`src/rtl/bkreg_zone_filter.sv`:
```
module bkreg_zone_filter #(
  parameter int NUM_REGS = 32,
  parameter int AW       = 10
) (
  input  logic          clk,
  input  logic          rst_n,
  input  logic          req,
  input  logic          we,
  input  logic [AW-1:0] addr,
  input  logic [31:0]   wdata,
  input  logic          sec,
  input  logic          priv,
  output logic          rvalid,
  output logic [31:0]   rdata,
  output logic          viol
);
  localparam int         IDX_W  = (NUM_REGS > 1) ? $clog2(NUM_REGS) : 1;
  localparam logic [7:0] DEPTH  = 8'(NUM_REGS);
  localparam int         WAW    = AW - 2;
  localparam logic [WAW-1:0] W_SEC  = WAW'(32'h20 >> 2);
  localparam logic [WAW-1:0] W_PRV  = WAW'(32'h24 >> 2);
  localparam logic [WAW-1:0] W_HW   = WAW'(32'h3F0 >> 2);
  localparam logic [WAW-1:0] W_BKP  = WAW'(32'h100 >> 2);
  localparam logic [WAW-1:0] W_END  = WAW'((32'h100 >> 2) + NUM_REGS);

  logic [7:0]  z2_q, z3_q;
  logic        ctl_sec_q;
  logic [2:0]  prv_q;
  logic [NUM_REGS-1:0][31:0] bank;

  wire [WAW-1:0] waddr   = addr[AW-1:2];
  wire           aligned = (addr[1:0] == 2'b00);
  wire           bkp_hit = aligned && (waddr >= W_BKP) && (waddr < W_END);
  wire           sec_hit = aligned && (waddr == W_SEC);
  wire           prv_hit = aligned && (waddr == W_PRV);
  wire           hw_hit  = aligned && (waddr == W_HW);
  wire           ctl_hit = sec_hit || prv_hit || hw_hit;
  wire [WAW-1:0] widx    = waddr - W_BKP;
  wire [7:0]     idx8    = 8'(widx);
  wire [IDX_W-1:0] idx   = idx8[IDX_W-1:0];

  wire in_z1  = idx8 < z2_q;
  wire in_low = idx8 < z3_q;

  wire bkp_sec_ok  = sec || (!in_z1 && (!in_low || !we));
  wire bkp_priv_ok = priv || (in_low ? !prv_q[0] : !prv_q[1]);
  wire ctl_rd_ok   = (sec || !ctl_sec_q) && (priv || !prv_q[2]);
  wire ctl_ok      = we ? (sec && priv) : ctl_rd_ok;

  logic allow;
  always_comb begin
    if (bkp_hit)      allow = bkp_sec_ok && bkp_priv_ok;
    else if (ctl_hit) allow = ctl_ok;
    else              allow = 1'b1;
  end

  wire do_wr = req && we && allow;
  wire do_rd = req && !we && allow;

  wire [7:0] wz2  = (wdata[7:0] > DEPTH) ? DEPTH : wdata[7:0];
  wire [7:0] wz3r = (wdata[23:16] < wz2) ? wz2 : wdata[23:16];
  wire [7:0] wz3  = (wz3r > DEPTH) ? DEPTH : wz3r;

  always_ff @(posedge clk or negedge rst_n) begin
    if (!rst_n) begin
      z2_q      <= '0;
      z3_q      <= '0;
      ctl_sec_q <= 1'b0;
      prv_q     <= '0;
    end else if (do_wr) begin
      if (sec_hit) begin
        z2_q      <= wz2;
        z3_q      <= wz3;
        ctl_sec_q <= wdata[31];
      end
      if (prv_hit) prv_q <= wdata[31:29];
    end
  end

  always_ff @(posedge clk or negedge rst_n) begin
    if (!rst_n) bank <= '0;
    else if (do_wr && bkp_hit) bank[idx] <= wdata;
  end

  logic [31:0] rd_mux;
  always_comb begin
    rd_mux = '0;
    if (bkp_hit)      rd_mux = bank[idx];
    else if (sec_hit) rd_mux = {ctl_sec_q, 7'b0, z3_q, 8'b0, z2_q};
    else if (prv_hit) rd_mux = {prv_q, 29'b0};
    else if (hw_hit)  rd_mux = {24'b0, DEPTH};
  end

  always_ff @(posedge clk or negedge rst_n) begin
    if (!rst_n) begin
      rvalid <= 1'b0;
      rdata  <= '0;
      viol   <= 1'b0;
    end else begin
      rvalid <= req && !we;
      rdata  <= do_rd ? rd_mux : '0;
      viol   <= req && !allow;
    end
  end

  AST_ZONE_ORDER: assert property (@(posedge clk) disable iff (!rst_n)
    (z2_q <= z3_q) && (z3_q <= DEPTH));
  AST_VIOL_ZERO: assert property (@(posedge clk) disable iff (!rst_n)
    viol |-> (rdata == '0));
  AST_VIOL_CAUSE: assert property (@(posedge clk) disable iff (!rst_n)
    viol |-> $past(req));
  AST_BLOCK_KEEP: assert property (@(posedge clk) disable iff (!rst_n)
    (req && we && !allow) |=> $stable(bank) && $stable(z2_q) && $stable(z3_q) && $stable(prv_q));
  AST_CFG_GUARD: assert property (@(posedge clk) disable iff (!rst_n)
    (req && we && !(sec && priv)) |=> $stable(z2_q) && $stable(z3_q) && $stable(ctl_sec_q) && $stable(prv_q));
  AST_NS_Z1: assert property (@(posedge clk) disable iff (!rst_n)
    (req && !sec && bkp_hit && (idx8 < z2_q)) |=> viol);
  AST_NS_Z2_WR: assert property (@(posedge clk) disable iff (!rst_n)
    (req && we && !sec && bkp_hit && (idx8 < z3_q)) |=> viol);
  AST_Z3_OPEN: assert property (@(posedge clk) disable iff (!rst_n)
    (req && priv && bkp_hit && (idx8 >= z3_q)) |=> !viol);
  AST_RVALID: assert property (@(posedge clk) disable iff (!rst_n)
    (req && !we) |=> rvalid);
endmodule

```
`config.mk`:
```
export PLATFORM = sky130hd
export DESIGN_NAME = bkreg_zone_filter
export DESIGN_NICKNAME = d
export VERILOG_FILES = /design/src/rtl/bkreg_zone_filter.sv
export SDC_FILE = /design/constraint.sdc
export NUM_CORES = 2
export LEC_CHECK = 0
export CORE_MARGIN = 2
export CORE_UTILIZATION = 35
export CTS_CLUSTER_SIZE = 8
export DETAILED_ROUTE_END_ITERATION = 8
export REMOVE_ABC_BUFFERS = 1
export SLEW_MARGIN = 20
export SYNTH_ARGS = -nofsm -noshare
export SYNTH_HDL_FRONTEND = slang
export SYNTH_SLANG_ARGS = --single-unit
```
`constraint.sdc`:
```
create_clock -name clk -period 3.7 [get_ports clk]
set_clock_uncertainty 0.05 [all_clocks]
set_input_delay 0.74 -clock clk [delete_from_list [all_inputs] [get_ports clk]]
set_output_delay 0.74 -clock clk [all_outputs]
set_load 0.01 [all_outputs]
```
---- Yosys cells after proc, flatten, opt, wreduce, memory -nomap -nowiden ----
Index checks and enable logic that the tools add are counted.
storage, ports and cells
  register bits ........................... 1078
  latch bits .............................. 0
  bits in writable memories ............... 0
  bits in read-only memories .............. 0
  bits of input ports ..................... 48
  output and inout port bits .............. 34
  logic and storage cells ................. 103
  memories kept ........................... 0
operators by class
  add/sub/neg operators ................... 1
  multiply operators ...................... 0
  divide/modulo/power cells ............... 0
  $lt $le $gt $ge ......................... 9
  equality and inequality tests ........... 3
  shift operators ......................... 0
  multiplexer cells ....................... 17
  bitwise logic cells ..................... 0
  reductions and logical operators ........ 34
operator list
  kind                   count
  $bwmux W1024           1
  $mux W32               6
  $bmux W32 S5           1
  $demux W32 S5          1
  $lt A8 B8 Y1           3
  $mux W8                3
  $eq A8 B4 Y1 const B   2
  $gt A8 B6 Y1 const B   2
  $logic_and A1 B1 Y1    16
  $eq A8 B8 Y1 const B   1
  $ge A8 B7 Y1 const B   1
  $logic_not A1 Y1       8
  $lt A8 B7 Y1 const B   1
  $sub A8 B7 Y8 const B  1
  $logic_or A1 B1 Y1     7
  $lt A5 B6 Y1 const B   1
  $mux W6                1
  $ge A5 B1 Y1 const B   1
  $mux W1                4
  $reduce_and A2 Y1      2
  $logic_not A2 Y1       1

---- Logic depth before layout (Yosys ltp) ----
  word-level depth ........................ 10
  mapped depth ............................ 12
  depth with buffers taken out ............ 10

---- Worst setup path after synthesis ----
OpenSTA, ideal clock, no wires.
  kind .................................... input port to flip-flop
  start point ............................. input addr[8]
  end point ............................... register bank[161] (netlist bit)
  setup time .............................. 125 ps
  data arrival time ....................... 3269 ps
  data required time ...................... 3525 ps
  slack ................................... 256 ps
  cell stages on the path ................. 12
  path buffers ............................ 2
  cells stage by stage .................... inv_1 > ha_1 > inv_1 > ha_1 > and4_1 > o21ai_0 > o221ai_1 > o2111ai_2 > buf_4 > nor4_4 > buf_4 > mux2_2
on the way
  longest elaborated chain between the ends .. 10
  elaborated cells on any way between the ends .. 27
  those cells by class .................... 1 x add/sub; 4 x order compare; 3 x eq/ne; 3 x mux; 16 x reduce/logical
ends and longest elaborated chain
  element                         RTL line  text
  start: declaration              9         input logic [AW-1:0] addr,
  $sub A8 B7 Y8                   38        wire [WAW-1:0] widx = waddr - W_BKP;
  $lt A8 B8 Y1                    43        wire in_low = idx8 < z3_q;
  $logic_not A1 Y1                45        wire bkp_sec_ok = sec || (!in_z1 && (!in_low || !we));
  $logic_or A1 B1 Y1              45
  $logic_and A1 B1 Y1             45
  $logic_or A1 B1 Y1              45
  $logic_and A1 B1 Y1             52        if (bkp_hit) allow = bkp_sec_ok && bkp_priv_ok;
  $mux W1                         52
  $logic_and A1 B1 Y1             57        wire do_wr = req && we && allow;
  $logic_and A1 B1 Y1 (*)         82        else if (do_wr && bkp_hit) bank[idx] <= wdata;
  end signal: indexed assignment  82
  end: declaration                29        logic [NUM_REGS-1:0][31:0] bank;
Mark *: on every way between the ends. The rest lies on a longest branch, timed or not.
A chain may end at the register's enable or synchronous reset.

---- Worst setup path in the final report ----
  start point ............................. input addr[9]
  end point ............................... register bank[826] (netlist bit)
The elaborated chain is that of the path after synthesis.

==> impl_metrics.json <==
{
  "end_kind": "flip-flop",
  "power_switching_mw": 6.04,
  "die_w_um": 380,
  "vias_per_cell": 5.52,
  "whs_ps": 432,
  "cts_buffer_depth": 3,
  "root_buffer": "clkbuf_16",
  "grt_pass1_vias": 30217,
  "routedWlPerCell_um": 27.6,
  "final_common_cell": "dfrtp_1",
  "die_area_um2": 144000,
  "fin_area_um2": 58300,
  "synth_edf_count": 0,
  "place_area_um2": 54200,
  "cts_tree": "built",
  "drive_gt1_share_pct": 51.6,
  "drc_errors": 0,
  "cts.sinks": 1078,
  "max-cap-violations": 0,
  "regToRegSetupSlack_ps": 530,
  "arrival_ps": 4160,
  "drtPass1Iterations": 5,
  "period_share_pct": 97.0,
  "core.rowCount": 137,
  "worstMarginPinSlew_ps": 1140,
  "ant_nets": 0,
  "seqPwrFrac_pct": 46.4,
  "synth_seq_cells": 1078,
  "p_sw_share_pct": 23.2,
  "worstPathRequired_ps": 4270,
  "syn2layout_area_growth_pct": 17.9,
  "initial_core_util_pct": 35.3,
  "synthCells": 3123,
  "hp-class": "reg -> reg",
  "grt_max_degree": 137,
  "critPathLaunchType": "input pin",
  "grt_pass1_wl_um": 214000,
  "power_frac_clock_pct": 47.6,
  "num_vias": 28820,
  "internal-power_mw": 20.0,
  "crit_fanout": 9,
  "layoutNonFillerInstCount": 5217,
  "synth.yosys.warnings": 0,
  "p_comb_share_pct": 6.0,
  "place_congestion": 0.850,
  "numCtsBuffers": 153,
  "core_area_um2": 140000,
  "relSlewSlack_pct": 23.4,
  "gr-total-overflow": 0,
  "status": "finished, final reports clean",
  "max_freq_mhz": 279,
  "avgSynthCellArea_um2": 15.8,
  "place_inst": 5042,
  "synth-async-reset-ratio_pct": 100,
  "antenna_found_initial": 4,
  "syn_area_um2": 49400,
  "synth-main-ff-cell": "dfrtp_1",
  "dp_hpwl_um": 90100,
  "leakagePower_nw": 28.0,
  "powerDensity_nw_per_um2": 447,
  "die_h_um": 380,
  "synthDistinctLibCells": 54,
  "hold_viol": 0,
  "seq_area_frac_synth_pct": 54.6,
  "fin_nets": 3399,
  "drtIter0Drc": 2328,
  "ios": 82,
  "slew_violations": 0,
  "fin_total_pwr_mw": 26.0,
  "clk_transition_reported_paths_ps": 50,
  "routed_wl_um": 144000,
  "numPortBuffers": 81,
  "setup_viol": 0,
  "period_minus_slack_ps": 3590,
  "h-tree-depth": 4,
  "track_usage_pct": 20.1,
  "utilization_pct": 41.6,
  "ir_drop_v": 0.000398,
  "most-common-layout-cells": "dfrtp_1 (1078), mux2_2 (920), mux4_2 (274), buf_4 (178), clkbuf_16 (158)",
  "insertion_delay_ps": 760,
  "path_class": "in -> reg"
}
[synthesized netlist by cell type (all sizes together), types with 15 or more instances]
library cell	instances	area, um2
mux4	274	6170
a21oi	22	110
clkbuf	131	492
o22ai	32	200
dfrtp	1078	27000
ha	24	300
a22oi	20	150
mux2	1037	11900
buf	166	943
nand2	53	201
mux2i	47	470
nor2	56	210
nor4	15	269
o21ai	41	209
nand4	18	113
inv	20	75.1
[worst max-delay path, cell delays in order]
cell and delay, ps:
clkdlybuf4s50_1 490, inv_1 60, ha_1 280, inv_1 80
ha_1 300, nand2_1 90, o21ai_0 320, a221o_1 250
o2111ai_4 180, buf_4 200, nor4_4 430, buf_4 350
mux2_2 370
[logic make-up (layout without fill, tap and decap cells)]
kind of cell / Yosys count / count (layout) / share of synthesized area, %
adders and majority gates: 24 / 24 / 0.608
other: 1 / 3 / 0.00759
DFF: 1078 / 1078 / 54.6
and+or+nand+nor: 187 / 187 / 2.17
buffers and inverters: 318 / 534 / 3.06
AOI/OAI and AO/OA: 157 / 157 / 2.06
muxes: 1358 / 1358 / 37.5
[sequential cells by signal, indices dropped and copies added, names as in the netlist]
| register | count |
|---|---|
| ctl_sec_q | 1 |
| rdata | 32 |
| prv_q | 3 |
| viol | 1 |
| z2_q | 8 |
| rvalid | 1 |
| z3_q | 8 |
| bank | 1024 |
[power by group through the flow]
| stage | Sequential [mW] | Combinational, mW | Clock [mW] |
|---|---|---|---|
| 6_report | 12.1 | 1.55 | 12.4 |
| 5_1_grt | 12.1 | 1.68 | 13.2 |
| 4_1_cts | 12.1 | 1.58 | 12.7 |
| 3_5_place_dp | 12.3 | 1.57 | 0 |
| 3_3_place_gp | 12.3 | 1.57 | 0 |
| 2_1_floorplan | 12.3 | 0.538 | 0 |
[layout make-up]
cell class	count	area (um2)
flip-flops and latches	1078	27000
repair buffers	345	3810
clock inverters	10	118
inverters	21	78.8
diodes	1	2.50
clock buffers	158	3930
fillers	12814	81600
multi-input cells	1728	21000
well taps	1876	2350
[per-layer routing]
layer	track usage (%)	share of wire, %	vias up
met5	0	0.0062	-
met4	5.70	2.5	2
met3	4.05	5.6	210
met2	31.2	46	756
met1	28.5	46	15830
li1	-	-	12022
[what timing repair did]
action	in CTS	in global routing
endpoints found under the setup margin	0	125
hold buffers	1	0
hold endpoints to repair	23	0
buffers inserted	0	4
resized for setup	0	6
[path summary, 6_finish.rpt]
kind | depth (start not counted) | start | to
min in group asynchronous | 2 | rst_n | bank[257]
setup / recovery | 13 | addr[9] | bank[826]
max in group asynchronous | 3 | rst_n | bank[253]
hold / removal | 1 | bank[830] | bank[830]
setup reg to reg | 10 | z3_q[7] | bank[826]
hold reg to reg | 1 | bank[830] | bank[830]
[stage by stage]
stage / setup TNS (ps) / worst slack (ps)
3_5_place_dp: -431310 / -623
6_report: 0 / 112
2_1_floorplan: -703580 / -1490
4_1_cts: 0 / 162
5_1_grt: -73.7 / -11.1
3_3_place_gp: -447110 / -637
(Power assumes the default switching activity.)
